## config.mk

```make
export PLATFORM = sky130hd
export DESIGN_NAME = xlate_ctx_dec
export DESIGN_NICKNAME = d
export VERILOG_FILES = /design/src/rtl/xctx_pkg.sv /design/src/rtl/xctx_quad_dec.sv /design/src/rtl/xctx_stage_sel.sv /design/src/rtl/xctx_out_reg.sv /design/src/rtl/xlate_ctx_dec.sv
export SDC_FILE = /design/constraint.sdc
export NUM_CORES = 1
export LEC_CHECK = 0
export CAP_MARGIN = 30
export CELL_PAD_IN_SITES_DETAIL_PLACEMENT = 2
export CELL_PAD_IN_SITES_GLOBAL_PLACEMENT = 2
export CORE_MARGIN = 3
export CORE_UTILIZATION = 17
export DETAILED_ROUTE_END_ITERATION = 6
export GPL_ROUTABILITY_DRIVEN = 0
export HOLD_SLACK_MARGIN = 0.1
export MAX_ROUTING_LAYER = met4
export PLACE_DENSITY = 0.79
export SLEW_MARGIN = 20
export SYNTH_ARGS = -nofsm -noshare
export SYNTH_HDL_FRONTEND = slang
export SYNTH_SLANG_ARGS = --single-unit
```

## constraint.sdc

```tcl
create_clock -name clk -period 1.6 [get_ports clk]
set_clock_uncertainty 0.15 [all_clocks]
set_input_delay 0.24 -clock clk [delete_from_list [all_inputs] [get_ports clk]]
set_output_delay 0.24 -clock clk [all_outputs]
set_load 0.03 [all_outputs]
```

## src/rtl/xctx_pkg.sv

```systemverilog
// Shared quadrant encoding for the translation context decoder.
package xctx_pkg;
    typedef enum logic [1:0] {
        QD_USER = 2'd0,
        QD_HYP1 = 2'd1,
        QD_HYP2 = 2'd2,
        QD_KERN = 2'd3
    } quad_e;

    localparam int QBITS = 2;
endpackage

```

## src/rtl/xctx_quad_dec.sv

```systemverilog
// Quadrant decoder: picks partition/process IDs from the top address bits
// and flags malformed or illegal addresses. Combinational.
// Assumes ea_hi holds the address from its MSB down to CHK_LO.
module xctx_quad_dec
    import xctx_pkg::*;
#(
    parameter int EA_W   = 64,
    parameter int LPID_W = 12,
    parameter int PID_W  = 20,
    parameter int CHK_LO = 52
) (
    input  logic [EA_W-1:CHK_LO] ea_hi,
    input  logic                 hv,
    input  logic                 chk_en,
    input  logic [LPID_W-1:0]    lpid_reg,
    input  logic [PID_W-1:0]     pid_reg,
    output logic                 fault,
    output logic [LPID_W-1:0]    lpid,
    output logic [PID_W-1:0]     pid
);
    localparam int CHK_HI = EA_W - QBITS - 1;

    quad_e       quad;
    logic        bad_bits;
    logic        illegal;
    logic [LPID_W-1:0] lp_sel;
    logic [PID_W-1:0]  pd_sel;

    assign quad     = quad_e'(ea_hi[EA_W-1 -: QBITS]);
    assign bad_bits = |ea_hi[CHK_HI:CHK_LO];

    // Select ID sources per quadrant and privilege state.
    always_comb begin
        illegal = 1'b0;
        lp_sel  = '0;
        pd_sel  = '0;
        if (hv) begin
            unique case (quad)
                QD_USER: begin lp_sel = '0;       pd_sel = pid_reg; end
                QD_HYP1: begin lp_sel = lpid_reg; pd_sel = pid_reg; end
                QD_HYP2: begin lp_sel = lpid_reg; pd_sel = '0;      end
                QD_KERN: begin lp_sel = '0;       pd_sel = '0;      end
            endcase
        end else begin
            unique case (quad)
                QD_USER: begin lp_sel = lpid_reg; pd_sel = pid_reg; end
                QD_HYP1,
                QD_HYP2: illegal = 1'b1;
                QD_KERN: begin lp_sel = lpid_reg; pd_sel = '0;      end
            endcase
        end
    end

    // Fault only on translated accesses; a fault clears the IDs.
    always_comb begin
        fault = chk_en && (bad_bits || illegal);
        lpid  = (fault || !chk_en) ? '0 : lp_sel;
        pid   = (fault || !chk_en) ? '0 : pd_sel;
    end
endmodule

```

## src/rtl/xctx_stage_sel.sv

```systemverilog
// Stage selector and address former: decides which translation stages
// are needed and builds the outgoing address. Combinational.
// Assumes fault and lpid_sel come from the quadrant decoder for this request.
module xctx_stage_sel
    import xctx_pkg::*;
#(
    parameter int EA_W   = 64,
    parameter int LPID_W = 12,
    parameter int RM_CLR = 4
) (
    input  logic [EA_W-1:0]   ea,
    input  logic              hv,
    input  logic              reloc,
    input  logic              fault,
    input  logic [LPID_W-1:0] lpid_sel,
    input  logic [EA_W-1:0]   rmor,
    output logic [EA_W-1:0]   addr,
    output logic              need_proc,
    output logic              need_part,
    output logic              full_perm
);
    localparam logic [EA_W-1:0] RM_MASK = {{RM_CLR{1'b0}}, {(EA_W-RM_CLR){1'b1}}};
    localparam logic [EA_W-1:0] TR_MASK = {{QBITS{1'b0}}, {(EA_W-QBITS){1'b1}}};

    logic real_hv;
    assign real_hv = hv && !reloc;

    // Choose real-mode, faulting or translated result.
    always_comb begin
        addr      = '0;
        need_proc = 1'b0;
        need_part = 1'b0;
        full_perm = 1'b0;
        if (real_hv) begin
            addr      = (ea & RM_MASK) | (ea[EA_W-1] ? '0 : rmor);
            full_perm = 1'b1;
        end else if (!fault) begin
            addr      = ea & TR_MASK;
            need_proc = reloc;
            need_part = !hv || (lpid_sel != '0);
        end
    end
endmodule

```

## src/rtl/xctx_out_reg.sv

```systemverilog
// Output register with a single-entry valid/ready handshake.
// Assumes the payload is a flat vector of width W.
module xctx_out_reg #(
    parameter int W = 8
) (
    input  logic         clk,
    input  logic         rst_n,
    input  logic         in_valid,
    output logic         in_ready,
    input  logic [W-1:0] din,
    output logic         out_valid,
    input  logic         out_ready,
    output logic [W-1:0] dout
);
    logic         vld_q;
    logic [W-1:0] dat_q;

    assign in_ready  = !vld_q || out_ready;
    assign out_valid = vld_q;
    assign dout      = dat_q;

    // Load on accept, drain on consume, hold while stalled.
    always_ff @(posedge clk) begin
        if (!rst_n) begin
            vld_q <= 1'b0;
            dat_q <= '0;
        end else if (in_valid && in_ready) begin
            vld_q <= 1'b1;
            dat_q <= din;
        end else if (out_ready) begin
            vld_q <= 1'b0;
        end
    end
endmodule

```

## src/rtl/xlate_ctx_dec.sv

```systemverilog
// Translation context decoder top: quadrant decode, stage selection and
// a registered handshake stage. Assumes register inputs are stable for
// the cycle in which a request is accepted.
module xlate_ctx_dec
    import xctx_pkg::*;
#(
    parameter int EA_W   = 64,
    parameter int LPID_W = 12,
    parameter int PID_W  = 20,
    parameter int CHK_LO = 52,
    parameter int RM_CLR = 4
) (
    input  logic              clk,
    input  logic              rst_n,
    input  logic              in_valid,
    output logic              in_ready,
    input  logic [EA_W-1:0]   ea,
    input  logic              hv,
    input  logic              reloc,
    input  logic              ifetch,
    input  logic [LPID_W-1:0] lpid_reg,
    input  logic [PID_W-1:0]  pid_reg,
    input  logic [EA_W-1:0]   rmor,
    output logic              out_valid,
    input  logic              out_ready,
    output logic              seg_fault,
    output logic              fault_ifetch,
    output logic [LPID_W-1:0] lpid,
    output logic [PID_W-1:0]  pid,
    output logic [EA_W-1:0]   raddr,
    output logic              need_proc,
    output logic              need_part,
    output logic              full_perm
);
    localparam int PW = 2 + LPID_W + PID_W + EA_W + 3;

    logic              c_fault;
    logic [LPID_W-1:0] c_lpid;
    logic [PID_W-1:0]  c_pid;
    logic [EA_W-1:0]   c_addr;
    logic              c_proc, c_part, c_perm;
    logic [PW-1:0]     c_pack, r_pack;

    xctx_quad_dec #(
        .EA_W(EA_W), .LPID_W(LPID_W), .PID_W(PID_W), .CHK_LO(CHK_LO)
    ) u_quad (
        .ea_hi    (ea[EA_W-1:CHK_LO]),
        .hv       (hv),
        .chk_en   (!(hv && !reloc)),
        .lpid_reg (lpid_reg),
        .pid_reg  (pid_reg),
        .fault    (c_fault),
        .lpid     (c_lpid),
        .pid      (c_pid)
    );

    xctx_stage_sel #(
        .EA_W(EA_W), .LPID_W(LPID_W), .RM_CLR(RM_CLR)
    ) u_stage (
        .ea        (ea),
        .hv        (hv),
        .reloc     (reloc),
        .fault     (c_fault),
        .lpid_sel  (c_lpid),
        .rmor      (rmor),
        .addr      (c_addr),
        .need_proc (c_proc),
        .need_part (c_part),
        .full_perm (c_perm)
    );

    assign c_pack = {c_fault, c_fault & ifetch, c_lpid, c_pid, c_addr,
                     c_proc, c_part, c_perm};

    xctx_out_reg #(.W(PW)) u_oreg (
        .clk       (clk),
        .rst_n     (rst_n),
        .in_valid  (in_valid),
        .in_ready  (in_ready),
        .din       (c_pack),
        .out_valid (out_valid),
        .out_ready (out_ready),
        .dout      (r_pack)
    );

    assign {seg_fault, fault_ifetch, lpid, pid, raddr,
            need_proc, need_part, full_perm} = r_pack;
endmodule

```

; ---- Yosys cells after proc, flatten, opt, wreduce, memory -nomap -nowiden
; Cells that the tools add are included.
[word_totals]
reg_bits = 102
inputBits = 167
output_inout_bits = 103
wordCells = 46
[op_classes]
n_eq_ne = 3
n_mux = 20
bitwise = 2
reduce_logical = 19
[ops]
columns = op, n
row1 = 64-bit 2-to-1 mux, 2
row2 = 60-bit by 64-bit bitwise OR with 64-bit output, 1
row3 = 62-bit 2-to-1 mux, 1
row4 = 20-bit 2-to-1 mux, 3
row5 = 20-bit one-hot mux with 2 select lines, 1
row6 = 12-bit 2-to-1 mux, 3
row7 = 12-bit one-hot mux with 2 select lines, 1
row8 = 12-bit nonzero test, 1
row9 = 10-bit OR reduction, 1
row10 = 1-bit 2-to-1 mux, 9
row11 = 2-bit OR reduction, 4
row12 = "2-bit == test, second input constant", 2
row13 = 1-bit logical NOT, 4
row14 = 1-bit logical OR, 4
row15 = 1-bit logical AND, 3
row16 = "2-bit by 1-bit == test with 1-bit output, second input constant", 1
row17 = 2-bit logical NOT, 1
row18 = 2-bit nonzero test, 1
row19 = 1-bit AND, 1

; ---- Longest topological paths before layout
; Gate-level depths: netlist of the first run.
[depth]
ltp_word = 12
mapped_depth = 7
ltp_nobuf = 6

; ---- Hierarchy
; From an unflattened synthesis of the first run, not the netlist that was laid out.
[hier_totals]
cells_unflattened = 603
area_unflattened_um2 = 5190.0
[by_module_without_submodules]
columns = mod, n_inst, cells_per_inst, area_each_um2, seq_area_each_um2
row1 = xctx_out_reg, 1, 444, 4060.1, 2042.0
row2 = xctx_stage_sel, 1, 87, 703.2, 0.0
row3 = xctx_quad_dec, 1, 70, 414.1, 0.0
row4 = xlate_ctx_dec, 1, 2, 12.5, 0.0

; ---- Worst setup path before layout of the first run
; OpenSTA, ideal clock, no wires.
[synth_timing]
kind = reg2reg
startpoint = register u_oreg.vld_q (netlist: u_oreg.out_valid)
endpoint = register u_oreg.dat_q[10] (netlist: u_oreg.dout[10])
setup_ps = 67
arrival_ps = 1600
t_required_ps = 1383
path_slack_ps = -217
path_stages_with_launch = 8
n_path_buf = 3
period_less_slack_ps = 1817
cell_sequence = dfxtp_1 -> nand2b_1 -> buf_2 -> a21boi_1 -> buf_2 -> clkbuf_1 -> nand2_1 -> o21ai_2
[synth_between]
elab_chain_len = 3
[synth_rtl]
columns = item, line_no
row1 = "start, declared", xctx_out_reg.sv:15  ; logic vld_q;
row2 = "start signal, assigned", xctx_out_reg.sv:25  ; vld_q <= 1'b0;
row3 = "start signal, assigned", xctx_out_reg.sv:28  ; vld_q <= 1'b1;
row4 = "start signal, assigned", xctx_out_reg.sv:31  ; vld_q <= 1'b0;
row5 = 1-bit logical NOT, xctx_out_reg.sv:18  ; assign in_ready = !vld_q || out_ready;
row6 = 1-bit logical OR, xctx_out_reg.sv:18
row7 = named net in_ready, xlate_ctx_dec.sv:16  ; output logic in_ready,
row8 = 1-bit logical AND, xctx_out_reg.sv:27  ; end else if (in_valid && in_ready) begin
row9 = "end signal, assigned", xctx_out_reg.sv:29  ; dat_q <= din;
row10 = "end, declared", xctx_out_reg.sv:16  ; logic [W-1:0] dat_q;
; The timed path passes the listed nets, and every way through them passes these cells.
; A chain may end at the register's enable or synchronous reset.

; ---- Worst setup path in the final report of the first run
[layout_timing]
startpoint = input in_valid
endpoint = register u_oreg.dat_q[85] (netlist: u_oreg.dout[85])
[layout_between]
elab_chain_len = 1
[layout_rtl]
columns = item, line_no
row1 = "start, declared", xlate_ctx_dec.sv:15  ; input logic in_valid,
row2 = 1-bit logical AND, xctx_out_reg.sv:27
; No other way between the ends.

==> out/qor.yml, run 1 <==
drt:
  vias_per_cell: 4.20
  wirelength_um: 19500
  ant_nets: 0
  drc: 0
  drt_iter0_markers: 159
  via_count: 4366
  firstDrtPassIters: 4
  wl_per_cell_um: 18.7
power_and_ir_drop:
  powerDensity_mw_per_mm2: 772
  power.total_uw: 6200
  p_sw_uw: 1580
  power.internal_uw: 4610
  p_comb_frac: 0.180
  swShare: 0.255
  seqPwrFrac: 0.421
  leakage_uw: 0.00358
  ir_drop_mv: 0.537
  pwr-share-clk: 0.399
synthesis:
  synth.distinct_cells: 32
  yosysTopAreaCellShare: 0.507
  synthTopCellsByArea: "dfxtp_1 (51%), o21ai_2 (13%), a21oi_1 (7.5%)"
  ys_warn_count: 0
  synth_area_leader_cell: "dfxtp_1"
  synth_area_per_cell_um2: 10.1
  seq_area_frac_synth: 0.507
  synth_nets: 569
  synthesis.area_mm2: 0.00402
  synth-seq-cells: 102
  syn-instance-count: 399
timing:
  slew_viol_final: 0
  period_share: 0.987
  slew-limit-headroom: 0.756
  fmax_mhz: 634
  worst_pin_slew_ps: 367
  period_minus_slack_ps: 1580
  setup_viol: 0
  setup_slack_ps: 21.6
  rsz0062_at_grt: "true"
  finalHoldViolCount: 0
  timing.hold.ws_ps: 82.8
grt:
  grt_pass1_wl_um: 28000
  grt_pass1_vias: 4672
  globalRouteOverflowTotal: 0
  grtUsageTotal: 0.147
  antenna_found_initial: 0
  grt_max_degree: 42
layout:
  fin_nets: 892
  multi_input_area_mm2: 0.00183
  fill_cells: 2524
  regArea_mm2: 0.00204
  drive_gt1_frac: 0.237
  antenna-diode-count: 0
  syn2layout_area_growth_pct: 99.3
clock_network:
  clk_latency_ps: 350
  clk_pin_slew_ps: 80
  cts.sinks: 102
  clockRootBuffer: "clkbuf_16"
  h-tree-depth: 3
  tritoncts: "built"
  max-clock-path-buffers: 2
  cts_inserted_buffers: 9
run_status:
  status: "finished clean"
placed_design:
  hpwl_um: 14100
  portBuffers: 269
  dp_slack_ps: -740
critical_path:
  arrival_ps: 1670
  startpoint_type: "input port"
  critical_path_class: "in -> reg"
  cp.required_ps: 1690
  cp_max_fo: 6
  r2r_slack_ps: 70
  crit_path_end_kind: "flip-flop"
floorplan:
  core_area_mm2: 0.0229
  die_h_um: 160
  start_util: 0.176
  dieArea_mm2: 0.0256
  ios: 270
  rows: 55
  die_w_um: 160
run:
  timing.max_cap.violations: 0
min_path:
  hold_path_class: "in -> reg"
-- critical path: stages --
cell and delay (ps):
clkdlybuf4s50_1 530, buf_4 170, a21boi_4 70, buf_12 130
buf_12 140, clkbuf_16 160, a22o_1 230
-- what timing repair did --
action,CTS,global route
cloned,6,4
hold endpoints to repair,1,2
setup buffers,15,5
pin swaps,11,10
setup endpoints to repair,198,96
resized for setup,153,32
-- synthesized netlist by cell type, drive strengths merged --
library cell and n:
a22oi 4, a21oi 60, nand4 2, inv 4, ha 3, a32oi 1, and2 1, a22o 32
o2111a 1, nor2b 6, o2111ai 1, nand2b 2, nor2 2, o21ai 60, nand2 68, a21boi 5
nor4 5, and3 1, buf 12, dfxtp 102, nand3 5, a21o 1, a2bb2oi 1, nor3b 2
clkbuf 15, nor3 1, a31oi 1, or2 1
-- layer usage --
metal  wire [um]  global-route usage  part of all wire  vias to the layer above
met5           0                   -                 0                        -
met4         259              0.0331             0.013                        0
met3        1090              0.0379             0.056                       15
met2       10200               0.259              0.53                      137
met1        7880               0.168              0.40                     2133
li1            -                   -                 -                     2081
-- placed cells by master (no fill, tap or decap), drive strengths merged --
cell	Yosys	routed
clkdlybuf4s50	0	150
dfxtp	102	102
dlygate4sd2	0	101
buf	12	71
nand2	68	68
a21oi	60	60
o21ai	60	60
a22o	32	32
clkbuf	15	15
inv	4	8
nor2b	6	6
nand3	5	5
a21boi	5	5
clkdlybuf4s15	0	5
nor4	5	5
a22oi	4	4
dlymetal6s2s	0	4
ha	3	3
nand2b	2	2
nand4	2	2
nor3b	2	2
bufinv	0	2
dlygate4sd3	0	2
nor2	2	2
o2111a	1	1
and2	1	1
a32oi	1	1
or2	1	1
o2111ai	1	1
a31oi	1	1
nor3	1	1
and3	1	1
a21o	1	1
a2bb2oi	1	1
clkinv	0	1
-- logic make-up (layout without fill, tap and decap cells) --
| group | after synthesis | in the layout | synth area share |
|---|---|---|---|
| AOI/OAI and AO/OA | 167 | 167 | 0.311 |
| adders and majority gates | 3 | 3 | 0.00933 |
| buffers and inverters | 31 | 359 | 0.0569 |
| DFF | 102 | 102 | 0.507 |
| and+or+nand+nor | 96 | 96 | 0.116 |
-- worst paths after layout --
kind	cells past startpoint	from	endpoint
hold reg to reg	2	u_oreg.dout[4]	u_oreg.dout[4]
hold / removal	4	ea[53]	u_oreg.dout[56]
setup reg to reg	7	u_oreg.out_valid	u_oreg.dout[85]
setup / recovery	7	in_valid	u_oreg.dout[85]
-- flip-flops by register name, indices dropped and copies added, names as in the netlist --
name,cells
u_oreg.out_valid,1
u_oreg.dout,101
-- area by class of cell --
| class | instances | area share |
|---|---|---|
| clock buffers | 9 | 0.0281 |
| clock inverters | 7 | 0.0125 |
| inverters | 4 | 0.00218 |
| multi-input cells | 266 | 0.229 |
| flip-flops and latches | 102 | 0.255 |
| well taps | 313 | 0.0488 |
| repair buffers | 339 | 0.425 |
-- through the flow --
step | cells | util | cell area, um2 | setup TNS, ps
4_1_cts | 1031 | 0.343 | 7850 | -534
2_1_floorplan | 399 | - | 4040 | 0
3_5_place_dp | 994 | 0.318 | 7300 | -64330
6_report | 1040 | 0.350 | 8020 | 0
5_1_grt | 1040 | 0.350 | 8020 | 0
3_3_place_gp | 994 | 0.318 | 7300 | -54870
-- power groups by stage --
stage	clock (uW)	combinational, uW	sequential, uW
floorplan	0	240	2760
global placement	0	1000	2670
detailed placement	0	1020	2670
CTS	2580	1060	2610
global route	2690	1190	2620
finish	2470	1110	2610
Power figures use the tool's default switching activity.
==> inputs of run 2 (changes only) <==
Settings changed: REMOVE_ABC_BUFFERS from default to 1.
==> out/qor.yml, run 2 (synthesis gave the netlist of run 1 again) <==
floorplan:
  core_area_mm2: 0.0229  # unchanged
  die_h_um: 160  # unchanged
  start_util: 0.176  # unchanged
  ios: 270  # unchanged
  rows: 55  # unchanged
  dieArea_mm2: 0.0256  # unchanged
  die_w_um: 160  # unchanged
drt:
  wirelength_um: 17800  # -8.4%
  drc: 0  # unchanged
  ant_nets: 0  # unchanged
  wl_per_cell_um: 17.4  # -6.9%
  firstDrtPassIters: 4  # unchanged
  vias_per_cell: 4.19  # -0.29%
  drt_iter0_markers: 113  # -29%
  via_count: 4282  # -1.9%
placed_design:
  placed_cells: 992  # -0.20%
  portBuffers: 269  # unchanged
  hpwl_um: 13300  # -5.3%
timing:
  rsz0062_at_grt: "true"
  fin_setup_tns_ps: 0  # unchanged
  period_share: 0.987  # about the same
  slew_viol_final: 0  # unchanged
  fmax_mhz: 634  # about the same
  slew-limit-headroom: 0.741  # -0.0151
  timing.hold.ws_ps: 154  # +71.5 ps
  setup_viol: 0  # unchanged
  finalHoldViolCount: 0  # unchanged
  worst_pin_slew_ps: 390  # +22.7 ps
  period_minus_slack_ps: 1580  # +0.0904 ps
layout:
  antenna-diode-count: 0  # unchanged
  syn2layout_area_growth_pct: 92.8
  fill_cells: 2565  # +1.6%
  drive_gt1_frac: 0.217  # -0.0197
  regArea_mm2: 0.00204  # unchanged
  largest_reg_flops: 101  # unchanged
  multi_input_area_mm2: 0.00183  # unchanged
  final_common_cell: "clkdlybuf4s50_1"
  fin_nets: 878  # -1.6%
  final_cell_mix: "clkdlybuf4s50_1 (152), dlygate4sd2_1 (104), dfxtp_1 (101), nand2_1 (68)"
  final_cells: 1023  # -1.6%
critical_path:
  startpoint_type: "input port"
  cp_cell_sequence: "buf_2, buf_4, ha_1, nor2_1, a31oi_4, nor3_4, buf_12, buf_8, a22o_1"
  cp.required_ps: 1730  # +40 ps
  reg2regPathDepth: 7  # unchanged
  critPathSlowestCell: "nor3_4"
  critical_path_class: "in -> reg"
  crit_path_end_kind: "flip-flop"
  arrival_ps: 1710  # +40 ps
  cp_max_fo: 5  # -1
  max_stage_delay_ps: 240  # -290 ps
power_and_ir_drop:
  leakage_uw: 0.00340  # -5.0%
  powerDensity_mw_per_mm2: 767  # -0.66%
  ir_drop_mv: 0.418  # -22%
clock_network:
  clk_pin_slew_ps: 70  # about the same
  cts.sinks: 102  # unchanged
  clockRootBuffer: "clkbuf_16"
  h-tree-depth: 3  # unchanged
  cts_inserted_buffers: 9  # unchanged
  max-clock-path-buffers: 2  # unchanged
  tritoncts: "built"
  clk_latency_ps: 350  # about the same
min_path:
  hold_path_class: "in -> reg"
  whs_path_depth: 4  # unchanged
grt:
  grt_pass1_vias: 4723  # +1.1%
  grt_max_degree: 53  # +26%
  grt_pass1_wl_um: 26900  # -4.1%
  antenna_found_initial: 0  # unchanged
  grtUsageTotal: 0.139  # -0.00812
  globalRouteOverflowTotal: 0  # unchanged
run_status:
  status: "finished clean"
run:
  timing.max_cap.violations: 0  # unchanged
-- run 2: cell count changes in the layout (fill, tap and decap cells not counted), moves of 4 or more --
cell,previous run,this run
dlygate4sd3_1,2,6
buf_6,14,7
buf_16,5,1
buf_4,39,35
clkdlybuf4s15_1,4,0
dlymetal6s2s_1,4,0
inv_6,4,0
-- run 2: through the flow --
| stage | util | total power, uW | setup WS (ps) | area [um2] |
|---|---|---|---|---|
| after detailed placement | 0.318 | 3680 | -699 | 7290 |
| after CTS | 0.336 | 6050 | 3.59 | 7690 |
| after global placement | 0.318 | 3660 | -633 | 7290 |
| final | 0.339 | 5950 | 21.5 | 7760 |
| after floorplan | - | 2960 | -3210 | 3810 |
| after global routing | 0.339 | 6230 | -20.0 | 7760 |
-- run 2: worst paths after layout --
| kind | startpoint | slack [ps] | end |
|---|---|---|---|
| setup / recovery | ea[63] | 20 | u_oreg.dout[69] |
| setup reg to reg | u_oreg.out_valid | 70 | u_oreg.dout[59] |
| hold reg to reg | u_oreg.dout[10] | 300 | u_oreg.dout[10] |
| hold / removal | ea[59] | 150 | u_oreg.dout[62] |
-- run 2: routing by layer --
metal	part of all wire	up-vias	track usage	routed length, um
li1	-	2049	-	-
met1	0.38	2040	0.145	6850
met2	0.52	182	0.250	9290
met3	0.086	11	0.0529	1530
met4	0.0099	0	0.0284	176
met5	0	-	-	0
-- run 2: repair_timing --
item	in CTS	in global routing
hold endpoints to repair	3	3
cloned	4	1
gates resized for setup	163	17
setup endpoints to repair	196	19
pin swaps	9	8
hold buffers	3	3
setup buffers	6	4
-- run 2: cell type report --
| type | instances | area share |
|---|---|---|
| Clock inverter | 4 | 0.00967 |
| Sequential cell | 102 | 0.263 |
| Inverter | 4 | 0.00193 |
| Multi-Input combinational cell | 266 | 0.236 |
| Timing Repair Buffer | 325 | 0.409 |
| Tap cell | 313 | 0.0505 |
| Clock buffer | 9 | 0.0290 |
-- run 2: critical path: cells and delay by family --
| family | cells | cell delay (ps) |
|---|---|---|
| buffers and inverters | 4 | 530 |
| adder cells (fa/ha/maj) | 1 | 180 |
| AND/OR/NAND/NOR | 2 | 450 |
| AO/OA/AOI/OAI | 2 | 300 |
-- run 2: where the power goes --
group / switching [uW] / total [uW] / internal (uW)
sequential: 23.8 / 2610 / 2590
combinational: 448 / 1030 / 577
clock: 973 / 2320 / 1350
total: 1450 / 5950 / 4510
